--- config.mk ---
export PLATFORM = sky130hd
export DESIGN_NAME = dac_ctrl_port
export DESIGN_NICKNAME = d
export VERILOG_FILES = /design/src/rtl/dcif_pkg.sv /design/src/rtl/dcif_sync.sv /design/src/rtl/dcif_serial_fsm.sv /design/src/rtl/dcif_out_sel.sv /design/src/rtl/dac_ctrl_port.sv
export SDC_FILE = /design/constraint.sdc
export NUM_CORES = 1
export LEC_CHECK = 0
export BUFFER_PORTS_ARGS = -buffer_cell sky130_fd_sc_hd__buf_2
export CAP_MARGIN = 20
export CORE_ASPECT_RATIO = 0.6
export CORE_MARGIN = 5
export CORE_UTILIZATION = 40
export CTS_BUF_LIST = sky130_fd_sc_hd__clkbuf_4 sky130_fd_sc_hd__clkbuf_8
export DETAILED_ROUTE_END_ITERATION = 8
export SLEW_MARGIN = 20
export SYNTH_ARGS = -nofsm -noshare
export SYNTH_HDL_FRONTEND = slang
export SYNTH_SLANG_ARGS = --single-unit
export TNS_END_PERCENT = 100
--- constraint.sdc ---
create_clock -name clk -period 5 [get_ports clk]
set_clock_uncertainty 0.1 [all_clocks]
set_input_delay 0.75 -clock clk [delete_from_list [all_inputs] [get_ports clk]]
set_output_delay 0.75 -clock clk [all_outputs]
set_load 0.05 [all_outputs]
--- src/rtl/dcif_pkg.sv ---
package dcif_pkg;

    localparam int ATT_W    = 8;
    localparam int WORD_W   = ATT_W + 2;
    localparam int NUM_PINS = 4;

    // Pin vector positions
    localparam int P_MODE  = 0;
    localparam int P_SHIFT = 1;
    localparam int P_LATCH = 2;
    localparam int P_DATA  = 3;

    // Rest values of the pins at reset: latch pin idles high
    localparam logic [NUM_PINS-1:0] PIN_REST = 4'b0100;

    // Word field positions
    localparam int F_SPD  = 0;
    localparam int F_EMP  = 1;
    localparam int F_ATTL = 2;
    localparam int F_SENT = WORD_W - 1;

    typedef enum logic [1:0] {
        S_PAR        = 2'd0,
        S_SER_IDLE   = 2'd1,
        S_SER_ARMED  = 2'd2,
        S_SER_COMMIT = 2'd3
    } ctl_state_e;

endpackage

--- src/rtl/dcif_sync.sv ---
module dcif_sync #(
    parameter int              W       = 4,
    parameter int              STAGES  = 2,
    parameter logic [W-1:0]    RST_VAL = '0
) (
    input  logic         clk,
    input  logic         rst_n,
    input  logic [W-1:0] pin_i,
    output logic [W-1:0] lvl_o
);

    for (genvar b = 0; b < W; b++) begin : g_bit
        logic [STAGES-1:0] chain;
        always_ff @(posedge clk or negedge rst_n) begin
            if (!rst_n) begin
                chain <= {STAGES{RST_VAL[b]}};
            end else begin
                chain <= {chain[STAGES-2:0], pin_i[b]};
            end
        end
        assign lvl_o[b] = chain[STAGES-1];
    end

endmodule

--- src/rtl/dcif_serial_fsm.sv ---
module dcif_serial_fsm
    import dcif_pkg::*;
(
    input  logic             clk,
    input  logic             rst_n,
    input  logic             mode_lvl,
    input  logic             shift_lvl,
    input  logic             latch_lvl,
    input  logic             data_lvl,
    output ctl_state_e       state_o,
    output logic             spd_o,
    output logic             emp_o,
    output logic [ATT_W-1:0] att_o,
    output logic             upd_o
);

    localparam logic [WORD_W-1:0] WORD_RST  = {1'b0, {(ATT_W-1){1'b1}}, 2'b00};
    localparam logic [ATT_W-1:0]  ATT_RST   = {1'b0, {(ATT_W-1){1'b1}}};

    ctl_state_e        state_q, state_d;
    logic              shift_prev, latch_prev;
    logic              shift_rise, latch_rise, latch_fall;
    logic [WORD_W-1:0] word_q;

    // Edge detection on synchronised levels
    always_ff @(posedge clk or negedge rst_n) begin
        if (!rst_n) begin
            shift_prev <= PIN_REST[P_SHIFT];
            latch_prev <= PIN_REST[P_LATCH];
        end else begin
            shift_prev <= shift_lvl;
            latch_prev <= latch_lvl;
        end
    end

    assign shift_rise = shift_lvl & ~shift_prev;
    assign latch_rise = latch_lvl & ~latch_prev;
    assign latch_fall = ~latch_lvl & latch_prev;

    // State register
    always_ff @(posedge clk or negedge rst_n) begin
        if (!rst_n) begin
            state_q <= S_SER_IDLE;
        end else begin
            state_q <= state_d;
        end
    end

    // Next state
    always_comb begin
        state_d = state_q;
        if (mode_lvl) begin
            state_d = S_PAR;
        end else begin
            unique case (state_q)
                S_PAR:        state_d = S_SER_IDLE;
                S_SER_IDLE:   if (latch_fall) state_d = S_SER_ARMED;
                S_SER_ARMED:  if (latch_rise) state_d = S_SER_COMMIT;
                S_SER_COMMIT: state_d = S_SER_IDLE;
                default:      state_d = S_SER_IDLE;
            endcase
        end
    end

    // Shift register: newest bit enters at the top, first bit ends in bit 0
    always_ff @(posedge clk or negedge rst_n) begin
        if (!rst_n) begin
            word_q <= WORD_RST;
        end else if (state_q == S_SER_IDLE && !mode_lvl && shift_rise) begin
            word_q <= {data_lvl, word_q[WORD_W-1:1]};
        end
    end

    // Outputs
    always_ff @(posedge clk or negedge rst_n) begin
        if (!rst_n) begin
            spd_o <= 1'b0;
            emp_o <= 1'b0;
            att_o <= ATT_RST;
            upd_o <= 1'b0;
        end else begin
            upd_o <= 1'b0;
            unique case (state_q)
                S_SER_COMMIT: begin
                    spd_o <= word_q[F_SPD];
                    emp_o <= word_q[F_EMP];
                    if (!word_q[F_SENT]) begin
                        att_o <= word_q[F_SENT:F_ATTL];
                        upd_o <= 1'b1;
                    end
                end
                S_PAR, S_SER_IDLE, S_SER_ARMED: ;
                default: ;
            endcase
        end
    end

    assign state_o = state_q;

    // strobe never lasts longer than one cycle
    a_r4_upd_single: assert property (@(posedge clk) disable iff (!rst_n)
        upd_o |=> !upd_o);

    // attenuation only moves together with the strobe
    a_r3_att_moves_with_upd: assert property (@(posedge clk) disable iff (!rst_n)
        !$stable(att_o) |-> upd_o);

    // commit only follows the armed state
    a_r5_commit_after_armed: assert property (@(posedge clk) disable iff (!rst_n)
        (state_q == S_SER_COMMIT) |-> ($past(state_q) == S_SER_ARMED));

    // arming requires a falling latch edge
    a_r5_arm_on_fall: assert property (@(posedge clk) disable iff (!rst_n)
        (state_q == S_SER_ARMED && $past(state_q) != S_SER_ARMED) |-> $past(latch_fall));

endmodule

--- src/rtl/dcif_out_sel.sv ---
module dcif_out_sel
    import dcif_pkg::*;
(
    input  logic             clk,
    input  logic             rst_n,
    input  ctl_state_e       state_i,
    input  logic             shift_lvl,
    input  logic             latch_lvl,
    input  logic             data_lvl,
    input  logic             spd_i,
    input  logic             emp_i,
    input  logic             upd_i,
    output logic             spd_o,
    output logic             emp_o,
    output logic             mute_o
);

    logic par_sel;
    assign par_sel = (state_i == S_PAR);

    always_comb begin
        if (par_sel) begin
            spd_o  = latch_lvl;
            emp_o  = shift_lvl;
            mute_o = data_lvl;
        end else begin
            spd_o  = spd_i;
            emp_o  = emp_i;
            mute_o = 1'b0;
        end
    end

    // no strobe while parallel scheme persists
    a_r7_no_upd_in_par: assert property (@(posedge clk) disable iff (!rst_n)
        (par_sel && $past(state_i) == S_PAR) |-> !upd_i);

    // stored flags are untouched while in parallel scheme
    a_r9_flags_held_in_par: assert property (@(posedge clk) disable iff (!rst_n)
        (par_sel && $past(state_i) == S_PAR) |-> ($stable(spd_i) && $stable(emp_i)));

endmodule

--- src/rtl/dac_ctrl_port.sv ---
module dac_ctrl_port
    import dcif_pkg::*;
#(
    parameter int SYNC_STAGES = 2
) (
    input  logic             clk,
    input  logic             rst_n,
    input  logic             mode_sel,
    input  logic             sh_emph,
    input  logic             lat_spd,
    input  logic             dat_mute,
    output logic             dbl_speed,
    output logic             deemph_on,
    output logic             mute_req,
    output logic [ATT_W-1:0] atten_code,
    output logic             atten_upd
);

    logic [NUM_PINS-1:0] pins_raw, pins_s;
    ctl_state_e          state;
    logic                spd_ser, emp_ser, upd_ser;
    logic [ATT_W-1:0]    att_ser;

    always_comb begin
        pins_raw          = '0;
        pins_raw[P_MODE]  = mode_sel;
        pins_raw[P_SHIFT] = sh_emph;
        pins_raw[P_LATCH] = lat_spd;
        pins_raw[P_DATA]  = dat_mute;
    end

    dcif_sync #(
        .W       (NUM_PINS),
        .STAGES  (SYNC_STAGES),
        .RST_VAL (PIN_REST)
    ) u_sync (
        .clk   (clk),
        .rst_n (rst_n),
        .pin_i (pins_raw),
        .lvl_o (pins_s)
    );

    dcif_serial_fsm u_fsm (
        .clk       (clk),
        .rst_n     (rst_n),
        .mode_lvl  (pins_s[P_MODE]),
        .shift_lvl (pins_s[P_SHIFT]),
        .latch_lvl (pins_s[P_LATCH]),
        .data_lvl  (pins_s[P_DATA]),
        .state_o   (state),
        .spd_o     (spd_ser),
        .emp_o     (emp_ser),
        .att_o     (att_ser),
        .upd_o     (upd_ser)
    );

    dcif_out_sel u_sel (
        .clk       (clk),
        .rst_n     (rst_n),
        .state_i   (state),
        .shift_lvl (pins_s[P_SHIFT]),
        .latch_lvl (pins_s[P_LATCH]),
        .data_lvl  (pins_s[P_DATA]),
        .spd_i     (spd_ser),
        .emp_i     (emp_ser),
        .upd_i     (upd_ser),
        .spd_o     (dbl_speed),
        .emp_o     (deemph_on),
        .mute_o    (mute_req)
    );

    assign atten_code = att_ser;
    assign atten_upd  = upd_ser;

    // serial scheme never requests mute
    a_r8_no_mute_serial: assert property (@(posedge clk) disable iff (!rst_n)
        (state != S_PAR) |-> !mute_req);

endmodule

## After elaboration in Yosys (flattened, before gate mapping)

Cells that the tools add are included.

| operators by class | value |
|---|---|
| eq/ne operators | 5 |
| muxes and demuxes | 9 |
| bitwise logic cells | 7 |
| reduce and logical (&&, ||, !) cells | 7 |

Operator list:

| cell | number |
|---|---|
| 2-bit two-way mux | 3 |
| 3-bit by 2-bit != test with 1-bit output, second input constant | 2 |
| 2-bit case mux with 3 select lines | 1 |
| 1-bit two-way mux | 5 |
| 2-bit equality test, second input constant | 2 |
| 1-bit NOT | 4 |
| 2-bit AND reduction | 2 |
| 1-bit bitwise AND | 3 |
| 2-bit by 1-bit equality test with 1-bit output, second input constant | 1 |
| 1-bit logical AND | 2 |
| 2-bit logical NOT | 1 |
| 2-bit OR reduction | 1 |
| 1-bit logical NOT | 1 |

| storage, ports and cells | value |
|---|---|
| bits in registers | 32 |
| bits of input ports | 6 |

## Logic depth before layout (Yosys ltp)

| logic depth | value |
|---|---|
| depth in word-level cells | 5 |
| mapped depth | 5 |

## By module

Synthesis repeated with hierarchy kept, for this count alone.

| second synthesis, totals | value |
|---|---|
| cell total of the unflattened synthesis | 81 |
| area total of the unflattened synthesis | 1,302.5 µm² |

By module, submodules not included:

| module | times used | cells each | area each (µm²) |
|---|---|---|---|
| dcif_serial_fsm | 1 | 65 | 1,033.5 |
| dcif_sync | 1 | 12 | 232.7 |
| dcif_out_sel | 1 | 4 | 36.3 |

## Worst setup path before layout

No wires, ideal clock.

| timing path | value |
|---|---|
| path type | reg2out |
| from | register u_fsm.state_q[0], in the netlist u_fsm.state_o[0] |
| to | output port dbl_speed |
| data arrival time | 1.208 ns |
| required time | 4.150 ns |
| slack | 2.942 ns |
| stages on the path, launching flop included | 4 |
| path through | dfstp_2 > inv_1 > ha_1 > mux2_2 |

| on the way | value |
|---|---|
| longest elaborated chain between the ends | 2 |

RTL lines:

| what | line | source |
|---|---|---|
| from (decl) | dcif_serial_fsm.sv:20 | `ctl_state_e state_q, state_d;` |
| from (signal assigned) | dcif_serial_fsm.sv:45 | `state_q <= state_d;` |
| 2-bit logical NOT | dcif_out_sel.sv:19 | `assign par_sel = (state_i == S_PAR);` |
| 1-bit two-way mux | dcif_out_sel.sv:22 | `if (par_sel) begin` |
| to (decl) | dac_ctrl_port.sv:12 | `output logic dbl_speed,` |

No other way between the ends.

## Worst setup path in the final report

| timing path | value |
|---|---|
| from | register u_fsm.state_q[0], in the netlist u_fsm.state_o[0] |
| to | output port deemph_on |

| on the way | value |
|---|---|
| longest elaborated chain between the ends | 2 |

RTL lines:

| what | line | source |
|---|---|---|
| 2-bit logical NOT | dcif_out_sel.sv:19 |  |
| 1-bit two-way mux | dcif_out_sel.sv:22 |  |
| to (decl) | dac_ctrl_port.sv:13 | `output logic deemph_on,` |

No other way between the ends.

==> results.yml <==
global_route:
  met3_usage_pct: 6.29
  grtUsageTotal_pct: 10.7
  gr-usage-met1_pct: 12.1
  grt_overflow: 0
  grt.busiest_layer: "met2"
  met2_usage_pct: 16.5
  grt_max_degree: 33
  grt_pass1_vias: 684
  grt_antenna_before_repair: 0
  grt_pass1_wl_um: 3190
synth:
  synth_largest_area_cell: "dfstp_2"
  yosysSeqAreaShare_pct: 66.0
  syn_area_sq_mm: 0.00125
  avgSynthCellArea_sq_um: 16.0
  yosysTopAreaCellShare_pct: 37.9
  synth-seq-cells: 32
  syn-num-nets: 89
  yosysUniqueCellTypes: 14
  syn_inst: 78
  synthTopCellsByArea: "dfstp_2, dfrtp_1, mux2_2"
  ys_warn_count: 0
run_status:
  outcome: "complete, no violations"
placed_design:
  place_area_sq_mm: 0.00136
  dp_hpwl_um: 1290
  gp_congestion: 0.757
  place_ws_ns: 2.61
  io_buffer_count: 16
finish:
  nets: 109
  drive_gt1_share_pct: 65.7
  final_cell_mix: "mux2_2, dfstp_2, buf_2, dfrtp_1"
  diodes: 0
  fillCellCount: 270
  syn2layout_area_growth_pct: 18.7
  final_common_cell: "mux2_2"
  finalInstanceArea_sq_mm: 0.00148
die:
  core_sq_mm: 0.00293
  io_pins: 18
  dieArea_sq_mm: 0.00437
  die_y_um: 53.3
  start_util_pct: 42.6
  rows: 15
  die_w_um: 82.1
worst_setup_path:
  path_class: "flop to primary output"
  cp_max_fo: 4
  cp_slowest_cell: "dfstp_2"
  arrival_ns: 1.64
  r2r-end: "u_fsm.word_q[1]"
  path_depth: 4
  timing.reg2reg.setup_slack_ns: 2.94
  crit_start: "u_fsm.state_o[0]"
  cpPeakStageDelay_ns: 0.56
  crit_chain: "inv_1 > ha_1 > mux2_2 > buf_2"
  crit_buf_inv: 2
  crit_required_ns: 4.15
  rr_startpoint: "u_fsm.state_o[0]"
  cp_top_family: "flip-flops"
  cp-start-kind: "flop"
  endpoint_kind: "primary output"
  worstSetupEndpoint: "deemph_on"
  ff2ff_path_depth: 3
routing:
  drt-initial-drc-count: 1
  drc: 0
  ant_nets: 0
  num_vias: 629
  viasPerCell: 4.46
  wl_per_cell_um: 13.0
  routed_wl_um: 1830
  firstDrtPassIters: 4
flow_run:
  cap_viol_max_count: 0
timing:
  tightest_slew_ns: 0.697
  slew-limit-headroom_pct: 53.4
  post-route-min-period_ns: 2.49
  fin_ws_ns: 2.51
  slew_violations: 0
  hold_slack_ns: 0.250
  setup_tns_ns: 0
  setup_viol: 0
  fmax_ghz: 0.402
  rsz0062_at_grt: "false"
  fin_crit_sh_pct: 49.8
  hold_viol: 0
clocking:
  post_cts_buffers: 0
  clock-root-buffer: "clkbuf_8"
  clock_sinks: 32
  h-tree-depth: 2
  cts_tree: "yes"
  clock_path_buffers: 2
  ctsHoldBuffers: 0
  cts_buffers: 5
  insertion_delay_ns: 0.28
  cts_resized: 0
  clkTransAtPathRegs_ns: 0.07
power_and_ir_drop:
  p_leak_nw: 0.698
  power.density_mw_per_mm2: 517
  power_mw: 0.765
  ir_drop_v: 0.000229
min_path:
  hp-class: "flop to flop"
==> synthesized netlist by cell type, drive strengths merged <==
master / instances
inv: 3
dfstp: 18
buf: 3
ha: 5
nor4bb: 1
nor2: 3
a21oi: 2
dfrtp: 14
conb: 1
mux2: 22
and2: 1
nand2b: 4
mux2i: 1
==> sequential cells by signal (all words and copies together) (netlist names) <==
| signal | flops |
|---|---|
| u_fsm.word_q | 10 |
| u_sync.g_bit.chain | 8 |
| u_fsm.att_o | 7 |
| u_fsm.state_o | 2 |
| u_fsm.emp_o | 1 |
| u_fsm.latch_prev | 1 |
| u_fsm.shift_prev | 1 |
| u_fsm.spd_o | 1 |
| u_fsm.upd_o | 1 |
==> metal layers <==
layer	wire, um	vias up
li1	-	299
met1	860	314
met2	841	14
met3	119	2
met4	9	0
met5	0	-
==> logic make-up (layout without fill, tap and decap cells) <==
group | after synthesis | in the layout | share of synthesized area, %
compound gates | 2 | 2 | 0.802
fa+ha+maj | 5 | 5 | 5.02
buf+inv | 6 | 27 | 2.51
flops | 32 | 32 | 66.0
mux | 23 | 23 | 20.7
other cells | 1 | 1 | 0.301
simple gates | 9 | 9 | 4.71
==> worst reg2reg max path, stage by stage, from the launching register on <==
cell and delay [ns]:
dfstp_2 0.56, ha_1 0.19, nor4bb_4 0.68, mux2_2 0.41
==> final cells by class <==
type	count	area [sq um]	share of cell area [%]
Tap cell	42	52.6	3.55
Clock inverter	3	42.5	2.87
Sequential cell	32	823	55.6
Clock buffer	5	68.8	4.65
Timing Repair Buffer	16	80.1	5.41
Inverter	3	11.3	0.761
Multi-Input combinational cell	40	402	27.1
==> per-stage QoR <==
step | std cells | util [%]
floorplan | 78 | -
global placement | 133 | 46.5
detailed placement | 133 | 46.5
CTS | 141 | 50.3
global route | 141 | 50.6
finish | 141 | 50.6
==> report_power, final <==
group	internal [mW]	leakage (nW)	switching (mW)
combinational	0.0698	0.281	0.113
clock	0.147	0.0541	0.0960
sequential	0.314	0.363	0.0250
total	0.531	0.698	0.234
==> worst min-delay path by stage <==
stage                                   startpoint                  endpoint  cells past startpoint
after floorplan           u_sync.g_bit[0].chain[0]  u_sync.g_bit[0].chain[1]                      0
after global placement    u_sync.g_bit[3].chain[0]  u_sync.g_bit[3].chain[1]                      0
after detailed placement  u_sync.g_bit[1].chain[0]  u_sync.g_bit[1].chain[1]                      0
after CTS                 u_sync.g_bit[1].chain[0]  u_sync.g_bit[1].chain[1]                      0
after global routing      u_sync.g_bit[1].chain[0]  u_sync.g_bit[1].chain[1]                      0
final                     u_sync.g_bit[1].chain[0]  u_sync.g_bit[1].chain[1]                      0
(Power assumes the default switching activity.)
